File: config.mk
export PLATFORM = sky130hd
export DESIGN_NAME = barrier_root_unit
export DESIGN_NICKNAME = d
export VERILOG_FILES = /design/src/rtl/barrier_pkg.sv /design/src/rtl/brc_entry.sv /design/src/rtl/brc_release.sv /design/src/rtl/brc_errflags.sv /design/src/rtl/barrier_root_unit.sv
export SDC_FILE = /design/constraint.sdc
export NUM_CORES = 1
export LEC_CHECK = 0
export ABC_CLOCK_PERIOD_IN_PS = 9770
export BUFFER_PORTS_ARGS = -buffer_cell sky130_fd_sc_hd__buf_4
export CAP_MARGIN = 20
export CORE_MARGIN = 4
export CORE_UTILIZATION = 25
export CTS_CLUSTER_SIZE = 20
export DETAILED_ROUTE_END_ITERATION = 12
export GPL_ROUTABILITY_DRIVEN = 0
export PLACE_DENSITY = 0.45
export SYNTH_ARGS = -nofsm -noshare
export SYNTH_HDL_FRONTEND = slang
export SYNTH_SLANG_ARGS = --single-unit
File: constraint.sdc
create_clock -name clk -period 9.77 [get_ports clk]
set_input_delay 0.977 -clock clk [delete_from_list [all_inputs] [get_ports clk]]
set_output_delay 0.977 -clock clk [all_outputs]
set_load 0.01 [all_outputs]
File: src/rtl/barrier_pkg.sv
package barrier_pkg;
  localparam int unsigned DEF_ENTRIES = 8;
  localparam int unsigned DEF_CNT_W   = 9;

  typedef enum logic {
    OP_ARM = 1'b0,
    OP_ACQ = 1'b1
  } bar_op_e;
endpackage

File: src/rtl/brc_entry.sv
module brc_entry #(
  parameter int unsigned CNT_W = 9
) (
  input  logic             clk,
  input  logic             rst_n,
  input  logic             arm_en,
  input  logic [CNT_W-1:0] arm_tgt,
  input  logic             acq_en,
  input  logic [CNT_W-1:0] acq_cnt,
  output logic             armed,
  output logic             fire,
  output logic             over
);
  logic [CNT_W-1:0] target_q;
  logic [CNT_W-1:0] count_q;
  logic [CNT_W:0]   sum;

  assign sum  = {1'b0, count_q} + {1'b0, acq_cnt};
  assign fire = acq_en && armed && (sum >= {1'b0, target_q});
  assign over = fire && (sum > {1'b0, target_q});

  always_ff @(posedge clk) begin
    if (!rst_n) begin
      armed    <= 1'b0;
      target_q <= '0;
      count_q  <= '0;
    end else if (fire) begin
      armed   <= 1'b0;
      count_q <= '0;
    end else if (acq_en && armed) begin
      count_q <= sum[CNT_W-1:0];
    end else if (arm_en) begin
      armed    <= 1'b1;
      target_q <= arm_tgt;
      count_q  <= '0;
    end
  end
endmodule

File: src/rtl/brc_release.sv
module brc_release #(
  parameter int unsigned ID_W = 3
) (
  input  logic            clk,
  input  logic            rst_n,
  input  logic            load,
  input  logic [ID_W-1:0] load_id,
  input  logic            rel_ready,
  output logic            rel_valid,
  output logic [ID_W-1:0] rel_id
);
  always_ff @(posedge clk) begin
    if (!rst_n) begin
      rel_valid <= 1'b0;
      rel_id    <= '0;
    end else if (load) begin
      rel_valid <= 1'b1;
      rel_id    <= load_id;
    end else if (rel_valid && rel_ready) begin
      rel_valid <= 1'b0;
    end
  end
endmodule

File: src/rtl/brc_errflags.sv
module brc_errflags (
  input  logic clk,
  input  logic rst_n,
  input  logic set_unarmed,
  input  logic set_over,
  input  logic clr,
  output logic err_unarmed,
  output logic err_overshoot
);
  always_ff @(posedge clk) begin
    if (!rst_n) begin
      err_unarmed   <= 1'b0;
      err_overshoot <= 1'b0;
    end else begin
      err_unarmed   <= set_unarmed || (err_unarmed && !clr);
      err_overshoot <= set_over || (err_overshoot && !clr);
    end
  end
endmodule

File: src/rtl/barrier_root_unit.sv
module barrier_root_unit
  import barrier_pkg::*;
#(
  parameter int unsigned ENTRIES = DEF_ENTRIES,
  parameter int unsigned CNT_W   = DEF_CNT_W,
  parameter int unsigned ID_W    = $clog2(ENTRIES)
) (
  input  logic               clk,
  input  logic               rst_n,
  input  logic               arm_req,
  input  logic [ID_W-1:0]    arm_id,
  input  logic [CNT_W-1:0]   arm_target,
  output logic               arm_ack,
  input  logic               err_clr,
  output logic               err_unarmed,
  output logic               err_overshoot,
  output logic [ENTRIES-1:0] busy_mask,
  input  logic               acq_valid,
  output logic               acq_ready,
  input  logic [ID_W-1:0]    acq_id,
  input  logic [CNT_W-1:0]   acq_cnt,
  output logic               rel_valid,
  input  logic               rel_ready,
  output logic [ID_W-1:0]    rel_id
);
  logic [ENTRIES-1:0] armed_v, fire_v, over_v, arm_en_v, acq_en_v;
  logic               acq_take, fire_any, over_any, set_unarmed;
  logic [ID_W-1:0]    fire_id;

  assign acq_ready = !rel_valid;
  assign acq_take  = acq_valid && acq_ready;
  assign arm_ack   = arm_req && (arm_target != '0) && !busy_mask[arm_id];

  for (genvar i = 0; i < ENTRIES; i++) begin : g_ent
    assign arm_en_v[i]  = arm_ack && (arm_id == ID_W'(i));
    assign acq_en_v[i]  = acq_take && (acq_id == ID_W'(i));
    assign busy_mask[i] = armed_v[i] || (rel_valid && rel_id == ID_W'(i));

    brc_entry #(.CNT_W(CNT_W)) u_ent (
      .clk     (clk),
      .rst_n   (rst_n),
      .arm_en  (arm_en_v[i]),
      .arm_tgt (arm_target),
      .acq_en  (acq_en_v[i]),
      .acq_cnt (acq_cnt),
      .armed   (armed_v[i]),
      .fire    (fire_v[i]),
      .over    (over_v[i])
    );
  end

  always_comb begin
    fire_id = '0;
    for (int i = 0; i < ENTRIES; i++)
      if (fire_v[i]) fire_id = ID_W'(i);
  end

  assign fire_any    = |fire_v;
  assign over_any    = |over_v;
  assign set_unarmed = acq_take && !armed_v[acq_id];

  brc_release #(.ID_W(ID_W)) u_rel (
    .clk       (clk),
    .rst_n     (rst_n),
    .load      (fire_any),
    .load_id   (fire_id),
    .rel_ready (rel_ready),
    .rel_valid (rel_valid),
    .rel_id    (rel_id)
  );

  brc_errflags u_err (
    .clk           (clk),
    .rst_n         (rst_n),
    .set_unarmed   (set_unarmed),
    .set_over      (over_any),
    .clr           (err_clr),
    .err_unarmed   (err_unarmed),
    .err_overshoot (err_overshoot)
  );
endmodule

; ---- Word-level counts from Yosys, hierarchy flattened
; Cells that the tools add are included.
[totals]
wordCells = 229
ff_bits = 158
output_inout_bits = 16
in_bits = 30
[classes]
n_reduce_logical = 108
add_sub_neg = 8
n_bitwise = 17
n_eq_ne = 21
mux = 29
order_cmp = 18
[ops]
columns = op, n
row1 = 9-bit 2-to-1 mux, 16
row2 = 9-bit by 9-bit adder with 10-bit output, 8
row3 = 10-bit by 9-bit >= comparator with 1-bit output, 8
row4 = 10-bit by 9-bit greater-than comparator with 1-bit output, 8
row5 = 1-bit logical AND, 55
row6 = 3-bit == test (second input constant), 12
row7 = 3-bit AND reduction, 8
row8 = 3-bit by 2-bit == test with 1-bit output (second input constant), 6
row9 = 3-bit 2-to-1 mux, 6
row10 = 2-bit nonzero test, 9
row11 = 1-bit inverter, 17
row12 = 2-bit AND reduction, 8
row13 = 2-bit OR reduction, 8
row14 = 8-bit OR reduction, 2
row15 = 1-bit logical OR, 10
row16 = 3-bit by 1-bit == test with 1-bit output (second input constant), 3
row17 = 3-bit logical NOT, 3
row18 = 9-bit nonzero test, 1
row19 = 3-bit by 4-bit < comparator with 1-bit output (second input constant), 2
row20 = 1-bit binary-select mux with 3-bit select, 2
row21 = 1-bit 2-to-1 mux, 5
row22 = 1-bit logical NOT, 4

; ---- Longest topological paths before layout
[depth]
ltp_word = 12
depth_mapped = 17
depth_no_buf = 17

; ---- By module
; A second synthesis with hierarchy kept.
[hier_totals]
hier_cells = 1341
area_unflattened_um2 = 11413.4
[modules_own_cells]
columns = mod, seq_area_each_um2, instances, cells_each, area_each_um2
row1 = brc_entry (g_ent[3].u_ent ...), 380.4, 3, 159, 1340.0
row2 = brc_entry (g_ent[1].u_ent ...), 380.4, 2, 158, 1343.8
row3 = brc_entry (g_ent[0].u_ent), 380.4, 1, 157, 1346.3
row4 = brc_entry (g_ent[6].u_ent), 380.4, 1, 148, 1310.0
row5 = brc_entry (g_ent[7].u_ent), 380.4, 1, 145, 1277.5
row6 = barrier_root_unit, 0.0, 1, 80, 561.8
row7 = brc_release, 80.1, 1, 12, 142.6
row8 = brc_errflags, 40.0, 1, 6, 67.6

; ---- Worst setup path after synthesis
; No wires, ideal clock.
[synth_timing]
path_kind = input port to flip-flop
startpoint = input port acq_cnt[0]
endpoint = register u_rel.rel_id[1]
required_ns = 9.689
setup_time_ns = 0.081
path_buffers = 0
setup_slack_ns = 5.558
stages = 16
arrival_ns = 4.131
cell_sequence = ha_1 -> fa_1 -> a21o_1 -> a21oi_1 -> nor2b_1 -> o21a_1 -> o41ai_1 -> xnor2_1 -> ha_1 -> and3_1 -> a21oi_1 -> a41o_1 -> nand3_1 -> nor3_1 -> nand3_1 -> a41oi_1
[synth_between]
elab_chain_cells = 9
elab_cells_between_ends = 31
cone_classes = add/sub: 8 / order compare: 8 / mux: 6 / reduce/logical: 9
[synth_lines]
columns = item, line
row1 = from (decl), barrier_root_unit.sv:21  ; input logic [CNT_W-1:0] acq_cnt,
row2 = 9-bit by 9-bit adder with 10-bit output, brc_entry.sv:18  ; assign sum = {1'b0, count_q} + {1'b0, acq_cnt};
row3 = 10-bit by 9-bit >= comparator with 1-bit output, brc_entry.sv:19  ; assign fire = acq_en && armed && (sum >= {1'b0, target_q});
row4 = 1-bit logical AND, brc_entry.sv:19
row5 = 3-bit 2-to-1 mux (6 in a row), barrier_root_unit.sv:55  ; if (fire_v[i]) fire_id = ID_W'(i);
row6 = to (signal assigned), brc_release.sv:18  ; rel_id <= load_id;
row7 = to (decl), brc_release.sv:10  ; output logic [ID_W-1:0] rel_id
; Several ways; a longest one is shown, not always the timed one.
; A chain may end at the register's enable or synchronous reset.

; ---- Worst setup path in the final report
[layout_timing]
startpoint = input port acq_cnt[0]
endpoint = register u_err.err_overshoot
[layout_between]
elab_chain_cells = 6
elab_cells_between_ends = 42
cone_classes = add/sub: 8 / order compare: 16 / reduce/logical: 18
[layout_lines]
columns = item, line
row1 = 9-bit by 9-bit adder with 10-bit output, brc_entry.sv:18
row2 = 10-bit by 9-bit >= comparator with 1-bit output, brc_entry.sv:19
row3 = 1-bit logical AND, brc_entry.sv:19
row4 = 1-bit logical AND, brc_entry.sv:20  ; assign over = fire && (sum > {1'b0, target_q});
row5 = 8-bit OR reduction (*), barrier_root_unit.sv:59  ; assign over_any = |over_v;
row6 = 1-bit logical OR (*), brc_errflags.sv:16  ; err_overshoot <= set_over || (err_overshoot && !clr);
row7 = to (signal assigned), brc_errflags.sv:16
row8 = to (decl), brc_errflags.sv:8  ; output logic err_overshoot
; Every way passes the cells marked *; elsewhere a longest branch is shown, timed or not.

==> reports/qor.log <==
INFO  run_status     outcome=finished, final reports clean
INFO  critical_path  timing.critical_path.slowest_stage_cell=fa_1
INFO  clock_tree     holdBufCountCts=0
INFO  global_routing grt_overflow=0
INFO  sta            layout_setup_ws=5100ps
INFO  critical_path  worstPathCellList=buf_4, ha_1, fa_1, a21o_1, a21oi_1, nor2b_1, o21a_1, o41ai_1, xnor2_1, ha_1, and3_1, a211oi_1, o22ai_1, a2111oi_0, o2111ai_1, o31a_1
INFO  power          leakagePower=5.06nW
INFO  route          detail-route-antenna-nets=0
INFO  global_routing number_of_global_route_vias_before_repair=8892
INFO  critical_path  crit_path_max_fanout=8
INFO  global_routing antenna_found_initial=0
INFO  critical_path  r2r-start=g_ent[5].u_ent.count_q[0]
INFO  critical_path  critPathTopFamily=compound AO/OA/AOI/OAI gates
INFO  critical_path  critical_path.reg2reg.endpoint=u_err.err_overshoot
INFO  cells_and_area insertedDiodeCount=0
INFO  job            max-cap-violations=0
INFO  clock_tree     ctsLongestPathBuffers=2
INFO  sta            finClkSkew=11.6ps
INFO  clock_tree     post_cts.repair.setup_buffers=0
INFO  critical_path  setup.reg_to_reg.worst_slack=5570ps
INFO  cells_and_area fin_nets=1519
INFO  sta            setup-tns-final=0ps
INFO  placement      buffer_ports.inserted=45
INFO  synthesis      synth.distinct_cells=65
INFO  floorplan      initial_core_util=0.255
INFO  cells_and_area fin_area=12200µm²
INFO  synthesis      post_synth_arst_share=0
INFO  clock_tree     cts-root-buf=clkbuf_16
INFO  critical_path  worst_ep_arrival_time=5000ps
INFO  cells_and_area drive_gt1_frac=0.0756
INFO  route          post_drt_via_cell_ratio=4.79
INFO  sta            worst_pin_slew=1060ps
INFO  critical_path  critical_path.endpoint_type=register
INFO  route          routed_wl=34700µm
INFO  sta            slew_viol_final=0
INFO  global_routing grt_pass1_wl=53100µm
INFO  global_routing grt_max_degree=78
INFO  route          wire_per_inst=18.0µm
INFO  placement      pre_cts_slack=4680ps
INFO  floorplan      fp-row-count=75
INFO  critical_path  cp.buffers_inverters=1
INFO  sta            slew_headroom=0.295
INFO  power          p_per_area=126nW/µm²
INFO  floorplan      dieWidth=216µm
INFO  route          drt_drc_violations_left=0
INFO  critical_path  r2r_cells=15
INFO  global_routing track_usage=0.149
INFO  clock_tree     tritoncts.num_buffers=17
INFO  sta            setup_repair_after_global_routing_missed_its_margin=false
INFO  placement      hpwl=24500µm
INFO  clock_tree     clock_tree_from_tritoncts=yes
INFO  sta            finalSetupViolations=0
INFO  critical_path  crit_path_start=acq_cnt[0]
INFO  synthesis      syn-mean-instance-area=8.14µm²
INFO  critical_path  timing.critical_path.required=10100ps
INFO  sta            final_period_demand_of_the_worst_path=4670ps
INFO  synthesis      ys_flop_type=dfxtp_1
INFO  worst_hold_path worstHoldEndpoint=g_ent[5].u_ent.target_q[7]
INFO  cells_and_area layout-area-overhead-vs-synth=12.6%
INFO  floorplan      dieArea=46600µm²
INFO  synthesis      synth_sequential_area_ratio=0.293
INFO  placement      dpl_cell_area=11600µm²
INFO  clock_tree     h_tree_levels=4
INFO  route          detail_route.first_pass.iterations=5
INFO  synthesis      ys_ff_latch=158
INFO  worst_hold_path worst_hold_path_type=reg -> reg
INFO  floorplan      die_y=216µm
INFO  critical_path  critPathKind=in -> reg
INFO  clock_tree     numClockSinks=158
INFO  power          irDropWorstVdd=0.000120V
INFO  synthesis      ys_warn_count=0
INFO  worst_hold_path whs_path_depth=2
INFO  route          drt_iter0_markers=509
INFO  sta            fin_crit_sh=0.478
INFO  critical_path  cp-start-kind=input pin
INFO  clock_tree     clkLatencyLatePin=440ps
INFO  critical_path  worst_path_most_repeated_cell=ha_1
INFO  sta            max_frequency=214MHz
INFO  clock_tree     clock_slew_at_the_register_clock_pins_of_the_worst_setup_and_hold_paths=70ps
INFO  cells_and_area finish.utilization=0.287
INFO  synthesis      synth_instances=1327
INFO  worst_hold_path hold_path.startpoint=g_ent[5].u_ent.target_q[7]
INFO  floorplan      boundaryPins=46
INFO  placement      dp.cells=1894
INFO  critical_path  timing.critical_path.slowest_cell_delay=430ps
INFO  synthesis      syn-cell-area=10800µm²
INFO  clock_tree     cts-resized-gates=0
INFO  synthesis      synth_nets=1509
INFO  cells_and_area instances_no_fill=1926
INFO  synthesis      synth_enable_flop_cells=0
INFO  route          route.vias.total=9229
INFO  sta            timing.final.hold_violations=0
INFO  floorplan      core_region_area=42300µm²
-- sequential cells by signal (all words and copies together) (netlist names) --
name                  count
u_err.err_overshoot       1
u_err.err_unarmed         1
u_rel.rel_id              3
g_ent.u_ent.count_q      72
g_ent.u_ent.armed         8
g_ent.u_ent.target_q     72
u_rel.rel_valid           1
-- synthesized netlist by cell type, types with 9 or more instances --
library cell	n	area share
nand3_1	88	0.041
nand2b_1	14	0.0081
inv_1	86	0.030
o21ai_0	19	0.0088
o21a_1	11	0.0076
nand4_1	10	0.0058
a21o_1	29	0.020
a31oi_1	13	0.0075
and3_1	15	0.0087
nand2_1	175	0.061
nor2_1	86	0.030
a21oi_1	176	0.082
nand3_2	10	0.0093
xnor2_1	41	0.033
clkbuf_1	30	0.010
nor3_1	12	0.0056
ha_1	144	0.17
mux2i_1	42	0.039
and4_1	9	0.0073
xor2_1	15	0.012
nor2b_1	24	0.014
dfxtp_1	158	0.29
-- layout make-up --
type / instances / area [µm²]
fillers: 4582 / 30200
multi-input cells: 1024 / 7000
inverters: 88 / 330
repair buffers: 48 / 380
clock buffers: 20 / 447
flip-flops and latches: 158 / 3160
clock inverters: 11 / 118
well taps: 577 / 722
-- power by group --
part	internal, mW	switching, mW	total, mW
registers	0.653	0.00670	0.660
clock network	0.380	0.290	0.670
logic	0.0727	0.128	0.201
total	1.11	0.424	1.53
-- stage by stage --
stage               power (mW)  hold WS (ps)
global route              1.60           472
global placement         0.874           443
floorplan                0.800           436
finish                    1.53           455
detailed placement       0.875           447
CTS                       1.55           456
-- cell families after synthesis --
family,after synthesis,synth area share
AND/OR/NAND/NOR,468,0.210
buffers and inverters,145,0.0585
AO/OA/AOI/OAI,302,0.166
flip-flops,158,0.293
XOR/XNOR,56,0.0454
multiplexers,46,0.0452
adder cells (fa/ha/maj),152,0.182
-- worst register-to-register path: stages (launching register included) --
cell and delay (ps):
dfxtp_1 310, ha_1 200, fa_1 430, a21o_1 190, a21oi_1 240, nor2b_1 80
o21a_1 200, o41ai_1 370, xnor2_1 210, ha_1 280, and3_1 180, a211oi_1 400
o22ai_1 240, a2111oi_0 330, o2111ai_1 180, o31a_1 270
-- how the worst max path moves through the flow --
stage,endpoint,slack [ps],cells after the start
after floorplan,u_rel.rel_id[1],5560,16
after global placement,u_err.err_overshoot,4710,16
after detailed placement,u_err.err_overshoot,4680,16
after CTS,u_err.err_overshoot,5130,16
after global routing,u_err.err_overshoot,4780,16
final,u_err.err_overshoot,5100,16
-- metal layers --
layer  global-route usage  part of all wire  vias up
met3               0.0290             0.048       25
met2                0.234              0.44      206
li1                     -                 -     4675
met4               0.0397             0.019        0
met5                    0                 0        -
met1                0.208              0.49     4323
-- placed cells by master, fill, tap and decap left out, types with 12 or more instances in the layout --
cell type / instances
nor3_1: 12
o21ai_0: 19
nor2_1: 86
nand3_1: 88
a21o_1: 29
xor2_1: 15
a31oi_1: 13
inv_1: 86
and3_1: 15
xnor2_1: 41
nand2_1: 175
nor2b_1: 24
buf_4: 47
a21oi_1: 176
nand2b_1: 14
ha_1: 144
mux2i_1: 42
dfxtp_1: 158
clkbuf_16: 17
Power figures use the tool's default switching activity.
